`config.mk`:
```
export PLATFORM = sky130hd
export DESIGN_NAME = asym_pwm_gen
export DESIGN_NICKNAME = d
export VERILOG_FILES = /design/src/rtl/asym_pwm_pkg.sv /design/src/rtl/asym_pwm_ctrl.sv /design/src/rtl/asym_pwm_datapath.sv /design/src/rtl/asym_pwm_gen.sv
export SDC_FILE = /design/constraint.sdc
export NUM_CORES = 1
export LEC_CHECK = 0
export BUFFER_PORTS_ARGS = -buffer_cell sky130_fd_sc_hd__buf_2
export CAP_MARGIN = 10
export CORE_ASPECT_RATIO = 1.4
export CORE_MARGIN = 4
export CORE_UTILIZATION = 37
export DETAILED_ROUTE_END_ITERATION = 7
export PLACE_DENSITY_LB_ADDON = 0.05
export SETUP_SLACK_MARGIN = 0.1
export SYNTH_ARGS = -nofsm -noshare
export SYNTH_HDL_FRONTEND = slang
export SYNTH_SLANG_ARGS = --single-unit
```
`constraint.sdc`:
```
create_clock -name clk -period 5.5 [get_ports clk]
set_input_delay 0.825 -clock clk [delete_from_list [all_inputs] [get_ports clk]]
set_output_delay 0.825 -clock clk [all_outputs]
set_load 0.005 [all_outputs]
```
`src/rtl/asym_pwm_pkg.sv`:
```
package asym_pwm_pkg;
  localparam int BUS_W = 32;

  localparam int OFS_PERIOD  = 'h10;
  localparam int OFS_COMPARE = 'h14;
  localparam int OFS_CONTROL = 'h28;

  localparam int BIT_RUN    = 20;
  localparam int BIT_MODE   = 25;
  localparam int BIT_INVERT = 26;

  typedef struct packed {
    logic run;
    logic reload;
    logic invert;
  } pwmStrobes_t;
endpackage

```
`src/rtl/asym_pwm_ctrl.sv`:
```
module asym_pwm_ctrl
  import asym_pwm_pkg::*;
#(
  parameter int CNT_W  = 32,
  parameter int ADDR_W = 8
) (
  input  logic              clk,
  input  logic              rstN,
  input  logic              wrEn,
  input  logic [ADDR_W-1:0] wrAddr,
  input  logic [BUS_W-1:0]  wrData,
  input  logic [ADDR_W-1:0] rdAddr,
  output logic [BUS_W-1:0]  rdData,
  input  logic              atPeriod,
  output logic [CNT_W-1:0]  shadowPer,
  output logic [CNT_W-1:0]  shadowCmp,
  output pwmStrobes_t       strobes
);
  localparam logic [ADDR_W-1:0] A_PER = ADDR_W'(OFS_PERIOD);
  localparam logic [ADDR_W-1:0] A_CMP = ADDR_W'(OFS_COMPARE);
  localparam logic [ADDR_W-1:0] A_CTL = ADDR_W'(OFS_CONTROL);

  logic runBit, modeBit, invBit;
  logic running;

  always_ff @(posedge clk or negedge rstN) begin
    if (!rstN) begin
      shadowPer <= '0;
      shadowCmp <= '0;
      runBit    <= 1'b0;
      modeBit   <= 1'b0;
      invBit    <= 1'b0;
    end else if (wrEn) begin
      if (wrAddr == A_PER) shadowPer <= wrData[CNT_W-1:0];
      if (wrAddr == A_CMP) shadowCmp <= wrData[CNT_W-1:0];
      if (wrAddr == A_CTL) begin
        runBit  <= wrData[BIT_RUN];
        modeBit <= wrData[BIT_MODE];
        invBit  <= wrData[BIT_INVERT];
      end
    end
  end

  always_comb begin
    rdData = '0;
    if (rdAddr == A_PER) rdData = BUS_W'(shadowPer);
    if (rdAddr == A_CMP) rdData = BUS_W'(shadowCmp);
    if (rdAddr == A_CTL) begin
      rdData[BIT_RUN]    = runBit;
      rdData[BIT_MODE]   = modeBit;
      rdData[BIT_INVERT] = invBit;
    end
  end

  assign running        = runBit & modeBit;
  assign strobes.run    = running;
  assign strobes.reload = !running || atPeriod;
  assign strobes.invert = invBit;

  // a control write is reflected in the stored bits one cycle later
  assert_ctrl_write_R2: assert property (@(posedge clk) disable iff (!rstN)
    (wrEn && wrAddr == A_CTL) |=> (runBit == $past(wrData[BIT_RUN]) &&
                                   invBit == $past(wrData[BIT_INVERT])));
  // without PWM mode the datapath is never told to run
  assert_mode_gate_R9: assert property (@(posedge clk) disable iff (!rstN)
    !modeBit |-> !strobes.run);
endmodule

```
`src/rtl/asym_pwm_datapath.sv`:
```
module asym_pwm_datapath
  import asym_pwm_pkg::*;
#(
  parameter int CNT_W = 32
) (
  input  logic             clk,
  input  logic             rstN,
  input  logic [CNT_W-1:0] shadowPer,
  input  logic [CNT_W-1:0] shadowCmp,
  input  pwmStrobes_t      strobes,
  output logic             atPeriod,
  output logic             pwmOut
);
  logic [CNT_W-1:0] cnt;
  logic [CNT_W-1:0] activePer;
  logic [CNT_W-1:0] activeCmp;
  logic             activeLvl;

  always_ff @(posedge clk or negedge rstN) begin
    if (!rstN) begin
      cnt       <= '0;
      activePer <= '0;
      activeCmp <= '0;
    end else begin
      if (!strobes.run || atPeriod) cnt <= '0;
      else                          cnt <= cnt + 1'b1;
      if (strobes.reload) begin
        activePer <= shadowPer;
        activeCmp <= shadowCmp;
      end
    end
  end

  assign atPeriod  = (cnt == activePer);
  assign activeLvl = (activeCmp >= activePer) ? (activeCmp != '0 || activePer == '0) && (activeCmp != '0)
                                              : (cnt < activeCmp);
  assign pwmOut    = strobes.run ? (activeLvl ^ strobes.invert) : strobes.invert;

  // the count never passes the active period
  assert_cnt_bound_R3: assert property (@(posedge clk) disable iff (!rstN)
    cnt <= activePer);
  // the counter restarts from zero after reaching the period
  assert_wrap_R3: assert property (@(posedge clk) disable iff (!rstN)
    (strobes.run && atPeriod) |=> cnt == '0);
  // active settings hold steady inside a running cycle
  assert_shadow_hold_R7: assert property (@(posedge clk) disable iff (!rstN)
    (strobes.run && !atPeriod) |=> ($stable(activePer) && $stable(activeCmp)));
  // compare at or past the period with a nonzero compare keeps the output active
  assert_full_duty_R5: assert property (@(posedge clk) disable iff (!rstN)
    (strobes.run && activeCmp != '0 && activeCmp >= activePer) |-> (pwmOut != strobes.invert));
endmodule

```
`src/rtl/asym_pwm_gen.sv`:
```
module asym_pwm_gen
  import asym_pwm_pkg::*;
#(
  parameter int CNT_W  = 32,
  parameter int ADDR_W = 8
) (
  input  logic              clk,
  input  logic              rstN,
  input  logic              wrEn,
  input  logic [ADDR_W-1:0] wrAddr,
  input  logic [31:0]       wrData,
  input  logic [ADDR_W-1:0] rdAddr,
  output logic [31:0]       rdData,
  output logic              pwmOut
);
  pwmStrobes_t      strobes;
  logic             atPeriod;
  logic [CNT_W-1:0] shadowPer;
  logic [CNT_W-1:0] shadowCmp;

  asym_pwm_ctrl #(.CNT_W(CNT_W), .ADDR_W(ADDR_W)) i_ctrl (
    .clk       (clk),
    .rstN      (rstN),
    .wrEn      (wrEn),
    .wrAddr    (wrAddr),
    .wrData    (wrData),
    .rdAddr    (rdAddr),
    .rdData    (rdData),
    .atPeriod  (atPeriod),
    .shadowPer (shadowPer),
    .shadowCmp (shadowCmp),
    .strobes   (strobes)
  );

  asym_pwm_datapath #(.CNT_W(CNT_W)) i_datapath (
    .clk       (clk),
    .rstN      (rstN),
    .shadowPer (shadowPer),
    .shadowCmp (shadowCmp),
    .strobes   (strobes),
    .atPeriod  (atPeriod),
    .pwmOut    (pwmOut)
  );

  // a stopped counter parks the output at the inactive level
  assert_idle_level_R8: assert property (@(posedge clk) disable iff (!rstN)
    !strobes.run |-> pwmOut == strobes.invert);
endmodule

```
==> Word-level counts from Yosys, hierarchy flattened <==
Index checks and enable logic that the tools add are counted.
{ "word_totals": {"reg_bits": 163, "in_bits": 51, "output_inout_bits": 33, "elab_cells": 36} }
{ "op_classes": {"add_sub_neg": 1, "n_lt_le_gt_ge": 2, "eq_ne": 7, "mux": 7, "bitwise_logic": 2, "reduce_logical": 9} }
{ "op_table": {"columns": ["op", "count"], "rows": [
  ["$mux 32", 3],
  ["$add 32x1->32 const B", 1],
  ["$eq 32x32->1", 1],
  ["$eq 8x5->1 const B", 4],
  ["$ge 32x32->1", 1],
  ["$logic_not 32->1", 1],
  ["$lt 32x32->1", 1],
  ["$reduce_bool 32->1", 1],
  ["$eq 8x6->1 const B", 2],
  ["$reduce_and 2->1", 3],
  ["$mux 1", 3],
  ["$logic_or 1x1->1", 2],
  ["$mux 2", 1],
  ["$and 1x1->1", 1],
  ["$logic_and 1x1->1", 1],
  ["$logic_not 1->1", 1],
  ["$xor 1x1->1", 1]
]} }

==> Depth between registers and ports, before layout <==
{ "depth": {"depth_word": 6, "ltp_mapped": 9, "ltp_nobuf": 9} }

==> Modules after synthesis <==
Synthesis repeated with hierarchy kept, for this count alone.
{ "hier_totals": {"hier_cells": 873, "hier_area_um2": 8894.8} }
{ "by_module_without_submodules": {"columns": ["module", "instances", "cells_each", "area_per_inst_um2"], "rows": [
  ["asym_pwm_datapath", 1, 641, 5766.8],
  ["asym_pwm_ctrl", 1, 232, 3128.0]
]} }

==> Worst setup path before layout <==
Ideal clock, no wire load.
{ "synth_timing": {"path_kind": "input -> output", "startpoint": "input port rdAddr[7]", "endpoint": "output port rdData[26]", "arrival_time_ps": 2075, "required_time_ps": 4675, "path_slack_ps": 2600, "cell_stages": 6, "cell_sequence": "nor2_1 -> nand3_1 -> nor4b_1 -> clkbuf_1 -> a222oi_1 -> inv_1"} }
{ "synth_via": {"elab_chain_cells": 4, "elab_cells_between_ends": 6} }
{ "synth_lines": {"columns": ["item", "line_no", "rtl"], "rows": [
  ["from (decl)", "asym_pwm_gen.sv:12", "input logic [ADDR_W-1:0] rdAddr,"],
  ["$eq 8x5->1", "asym_pwm_ctrl.sv:46", "if (rdAddr == A_PER) rdData = BUS_W'(shadowPer);"],
  ["$mux 32", "asym_pwm_ctrl.sv:46", null],
  ["$mux 32", "asym_pwm_ctrl.sv:47", "if (rdAddr == A_CMP) rdData = BUS_W'(shadowCmp);"],
  ["$mux 2 *", "asym_pwm_ctrl.sv:48", "if (rdAddr == A_CTL) begin"],
  ["to (decl)", "asym_pwm_gen.sv:13", "output logic [31:0] rdData,"]
]} }
Every way passes the cells marked *; elsewhere a longest branch is shown, timed or not.

==> Worst setup path in the final report <==
{ "layout_timing": {"startpoint": "register i_datapath.activePer[19]", "endpoint": "output port pwmOut"} }
{ "layout_via": {"elab_chain_cells": 6, "elab_cells_between_ends": 7} }
{ "layout_lines": {"columns": ["item", "line_no", "rtl"], "rows": [
  ["from (decl)", "asym_pwm_datapath.sv:15", "logic [CNT_W-1:0] activePer;"],
  ["from (signal assigned)", "asym_pwm_datapath.sv:28", "activePer <= shadowPer;"],
  ["branches (longest 3 deep; another with $ge 32x32->1)", null, null],
  ["$mux 1 *", "asym_pwm_datapath.sv:35", "assign activeLvl = (activeCmp >= activePer) ? (activeCmp != '0 || activePer == '0) && (activeCmp != '0)"],
  ["$xor 1x1->1 *", "asym_pwm_datapath.sv:37", "assign pwmOut = strobes.run ? (activeLvl ^ strobes.invert) : strobes.invert;"],
  ["$mux 1 *", "asym_pwm_datapath.sv:37", null],
  ["to (decl)", "asym_pwm_gen.sv:14", "output logic pwmOut"]
]} }
Every way passes the cells marked *.

==> metrics.csv <==
metric,value,unit
synth-xor-area-share,5.80,%
p_comb_share,10.3,%
peakVddDrop,0.217,mV
grt_usage,17.3,%
cts_setup_buffers,0,
grt_pass1_vias,6711,
netSwitchingFraction,23.6,%
instances_no_fill,1171,
cts.sinks,163,
ys_seq_area_share,45.8,%
route.detailed.drc,0,
synth-edff-count,0,
clk_pin_slew,0.06,ns
numCtsBuffers,17,
power.internal,2.15,mW
holdCritPathClass,in2async,
rsz0062_at_grt,false,
power_density,274,mW/mm²
diodes,0,
grt_max_degree,95,
antenna_found_initial,0,
cts_hold_buf,0,
tns,0,ns
row_count,66,
muxShareOfSynthArea,16.6,%
yosys_warnings,0,
postSynthCellCount,770,
fp.dieW,139,µm
power.share.sequential,45.9,%
ys_seq_elements,163,
hold_violations,0,
nNetsFinal,971,
synth-compound-area-share,7.80,%
die_area,0.0266,mm²
synth_fa_ha_area_share,8.99,%
dp_hpwl,16.1,mm
grt_pass1_wl,36.3,mm
fin_crit,3.91,ns
required,4.68,ns
finClkSkew,0.0127,ns
power_leakage,5.03,nW
port_buffers,83,
syn_area_per_cell,11.6,µm²
syn_area,0.00890,mm²
ys.flop_type,dfrtp_1,
syn2layout_area_growth,15.6,%
vias,6178,
drtIter0Drc,297,
wirelength,22.1,mm
setup_viol,0,
p_clk_share,43.8,%
end_kind,primary output,
drive_gt1_share,29.6,%
cts_max_level,4,
cts_resized,0,
grt.overflow.total,0,
detail-route-antenna-nets,0,
synthSimpleGateAreaFrac,11.1,%
slew_headroom,30.7,%
place_inst,1143,
insertion_delay,0.43,ns
synth_fp_nets,885,
fp.dieH,192,µm
ys_async_sr_fraction,100,%
ys_types,50,
cp-start-kind,flip-flop,
num_io_pins,84,
synth_top_family_by_area,multiplexers,
arrival,3.08,ns
clockBufferDepth,2,
switchingPower,0.665,mW
cts_tree,built,
period_share,71.0,%
status,finished clean,
maxSlewViolCount,0,
crit_type,reg2out,
detail_route.vias_per_cell,5.28,
worstPathMaxFanout,3,
place_congestion,0.838,
wl_per_cell,18.9,µm
clock.fmax,256,MHz
initial_core_util,38.0,%
cts_root_buffer,clkbuf_16,
dr.pass1.iters,4,
core_area,0.0235,mm²
worstMarginPinSlew,1.04,ns
cap_violations,0,
## metrics by stage
step	area, µm²	power, mW	utilization, %	hold slack, ns	setup WS [ns]
after global routing	10300	2.95	43.9	0.437	1.22
after floorplan	8900	1.48	-	0.497	2.60
after CTS	10300	2.86	43.9	0.412	1.51
after global placement	9700	1.60	41.4	0.510	2.07
after detailed placement	9700	1.61	41.4	0.521	2.03
final	10300	2.82	43.9	0.379	1.59
## sequential cells by signal (all words and copies together), names as in the netlist
signal / cells
i_ctrl.shadowCmp: 32
i_datapath.cnt: 32
i_ctrl.runBit: 1
i_datapath.activeCmp: 32
i_datapath.activePer: 32
i_ctrl.shadowPer: 32
i_ctrl.invBit: 1
i_ctrl.modeBit: 1
## cells in the final DEF, fill, tap and decap left out, types with 17 or more instances in the layout
cell type	n
ha_1	64
and2_1	27
clkbuf_16	17
xnor2_1	52
nand2_1	27
a21oi_1	19
a22o_1	29
nand4_1	22
nor2_1	20
mux2_2	131
buf_2	82
inv_1	69
dfrtp_1	163
## routing by layer
metal | up-vias | track usage, % | wire, µm | share of wire [%]
li1 | 2922 | - | - | -
met1 | 3120 | 20.7 | 9310 | 42
met2 | 108 | 31.1 | 11600 | 53
met3 | 28 | 3.35 | 678 | 3.1
met4 | 0 | 6.10 | 481 | 2.2
met5 | - | 0 | 0 | 0
## power groups by stage
stage | Combinational [mW] | Sequential, mW | Clock [mW]
floorplan | 0.184 | 1.30 | 0
global placement | 0.288 | 1.31 | 0
detailed placement | 0.295 | 1.32 | 0
CTS | 0.298 | 1.29 | 1.27
global route | 0.332 | 1.30 | 1.32
finish | 0.291 | 1.29 | 1.23
## logic make-up (layout without fill, tap and decap cells)
group | Yosys count | count (layout)
DFF | 163 | 163
AOI/OAI and AO/OA | 95 | 95
and+or+nand+nor | 167 | 167
xor gates and xnor gates | 59 | 59
muxes | 131 | 131
buffers and inverters | 91 | 186
adders and majority gates | 64 | 64
## worst max-delay path: stages, from the launching register on
cell and delay, ns:
dfrtp_1 0.39, inv_1 0.06, ha_1 0.29, a21oi_1 0.17, o21ai_0 0.11, a221oi_1 0.56
nor3_1 0.12, a311oi_1 0.38, o311ai_0 0.18, o22ai_1 0.23, buf_2 0.16
## synth_stat cells (all sizes together), types with 2 or more instances
cell type | instances | share of area [%]
o21ai | 16 | 0.90
a222oi | 3 | 0.34
a22o | 29 | 2.9
xnor2 | 52 | 5.1
a21o | 7 | 0.59
inv | 69 | 2.9
ha | 64 | 9.0
nand2b | 5 | 0.38
a2111o | 2 | 0.25
and4 | 9 | 0.91
or3 | 4 | 0.28
mux2 | 131 | 17
nor4 | 14 | 1.2
nand2 | 27 | 1.1
clkbuf | 10 | 0.42
xor2 | 7 | 0.69
a211oi | 2 | 0.17
buf | 12 | 0.60
nor3 | 6 | 0.34
nor4b | 2 | 0.20
nand3 | 18 | 1.2
a221o | 3 | 0.34
and2 | 28 | 2.0
nor2 | 20 | 0.84
a221oi | 3 | 0.30
a21boi | 3 | 0.25
nand4 | 23 | 1.8
and3 | 5 | 0.35
dfrtp | 163 | 46
nor2b | 3 | 0.21
a21oi | 20 | 1.2
## path summary, 6_finish.rpt
check | from | to | slack (ns) | cells past startpoint
min reg2reg | i_ctrl.shadowCmp[18]$_DFFE_PN0P_ | i_ctrl.shadowCmp[18]$_DFFE_PN0P_ | 0.53 | 1
max reg2reg | i_datapath.cnt[5]$_DFF_PN0_ | i_datapath.activeCmp[26]$_DFFE_PN0N_ | 3.03 | 6
max | i_datapath.activePer[19]$_DFFE_PN0N_ | pwmOut | 1.59 | 10
min | rstN | i_ctrl.shadowPer[12]$_DFFE_PN0P_ | 0.38 | 1
min in group clk | i_ctrl.shadowCmp[18]$_DFFE_PN0P_ | i_ctrl.shadowCmp[18]$_DFFE_PN0P_ | 0.53 | 1
max in group asynchronous | rstN | i_ctrl.shadowPer[20]$_DFFE_PN0P_ | 4.16 | 2
## cell type report
class | count | area [µm²]
clock buffer | 22 | 464
sequential | 163 | 4080
clock inverter | 6 | 130
timing repair buffer | 89 | 479
tap | 306 | 383
inverter | 69 | 259
fill | 2267 | 13200
multi-input combinational | 516 | 4500
Power figures use the tool's default switching activity.
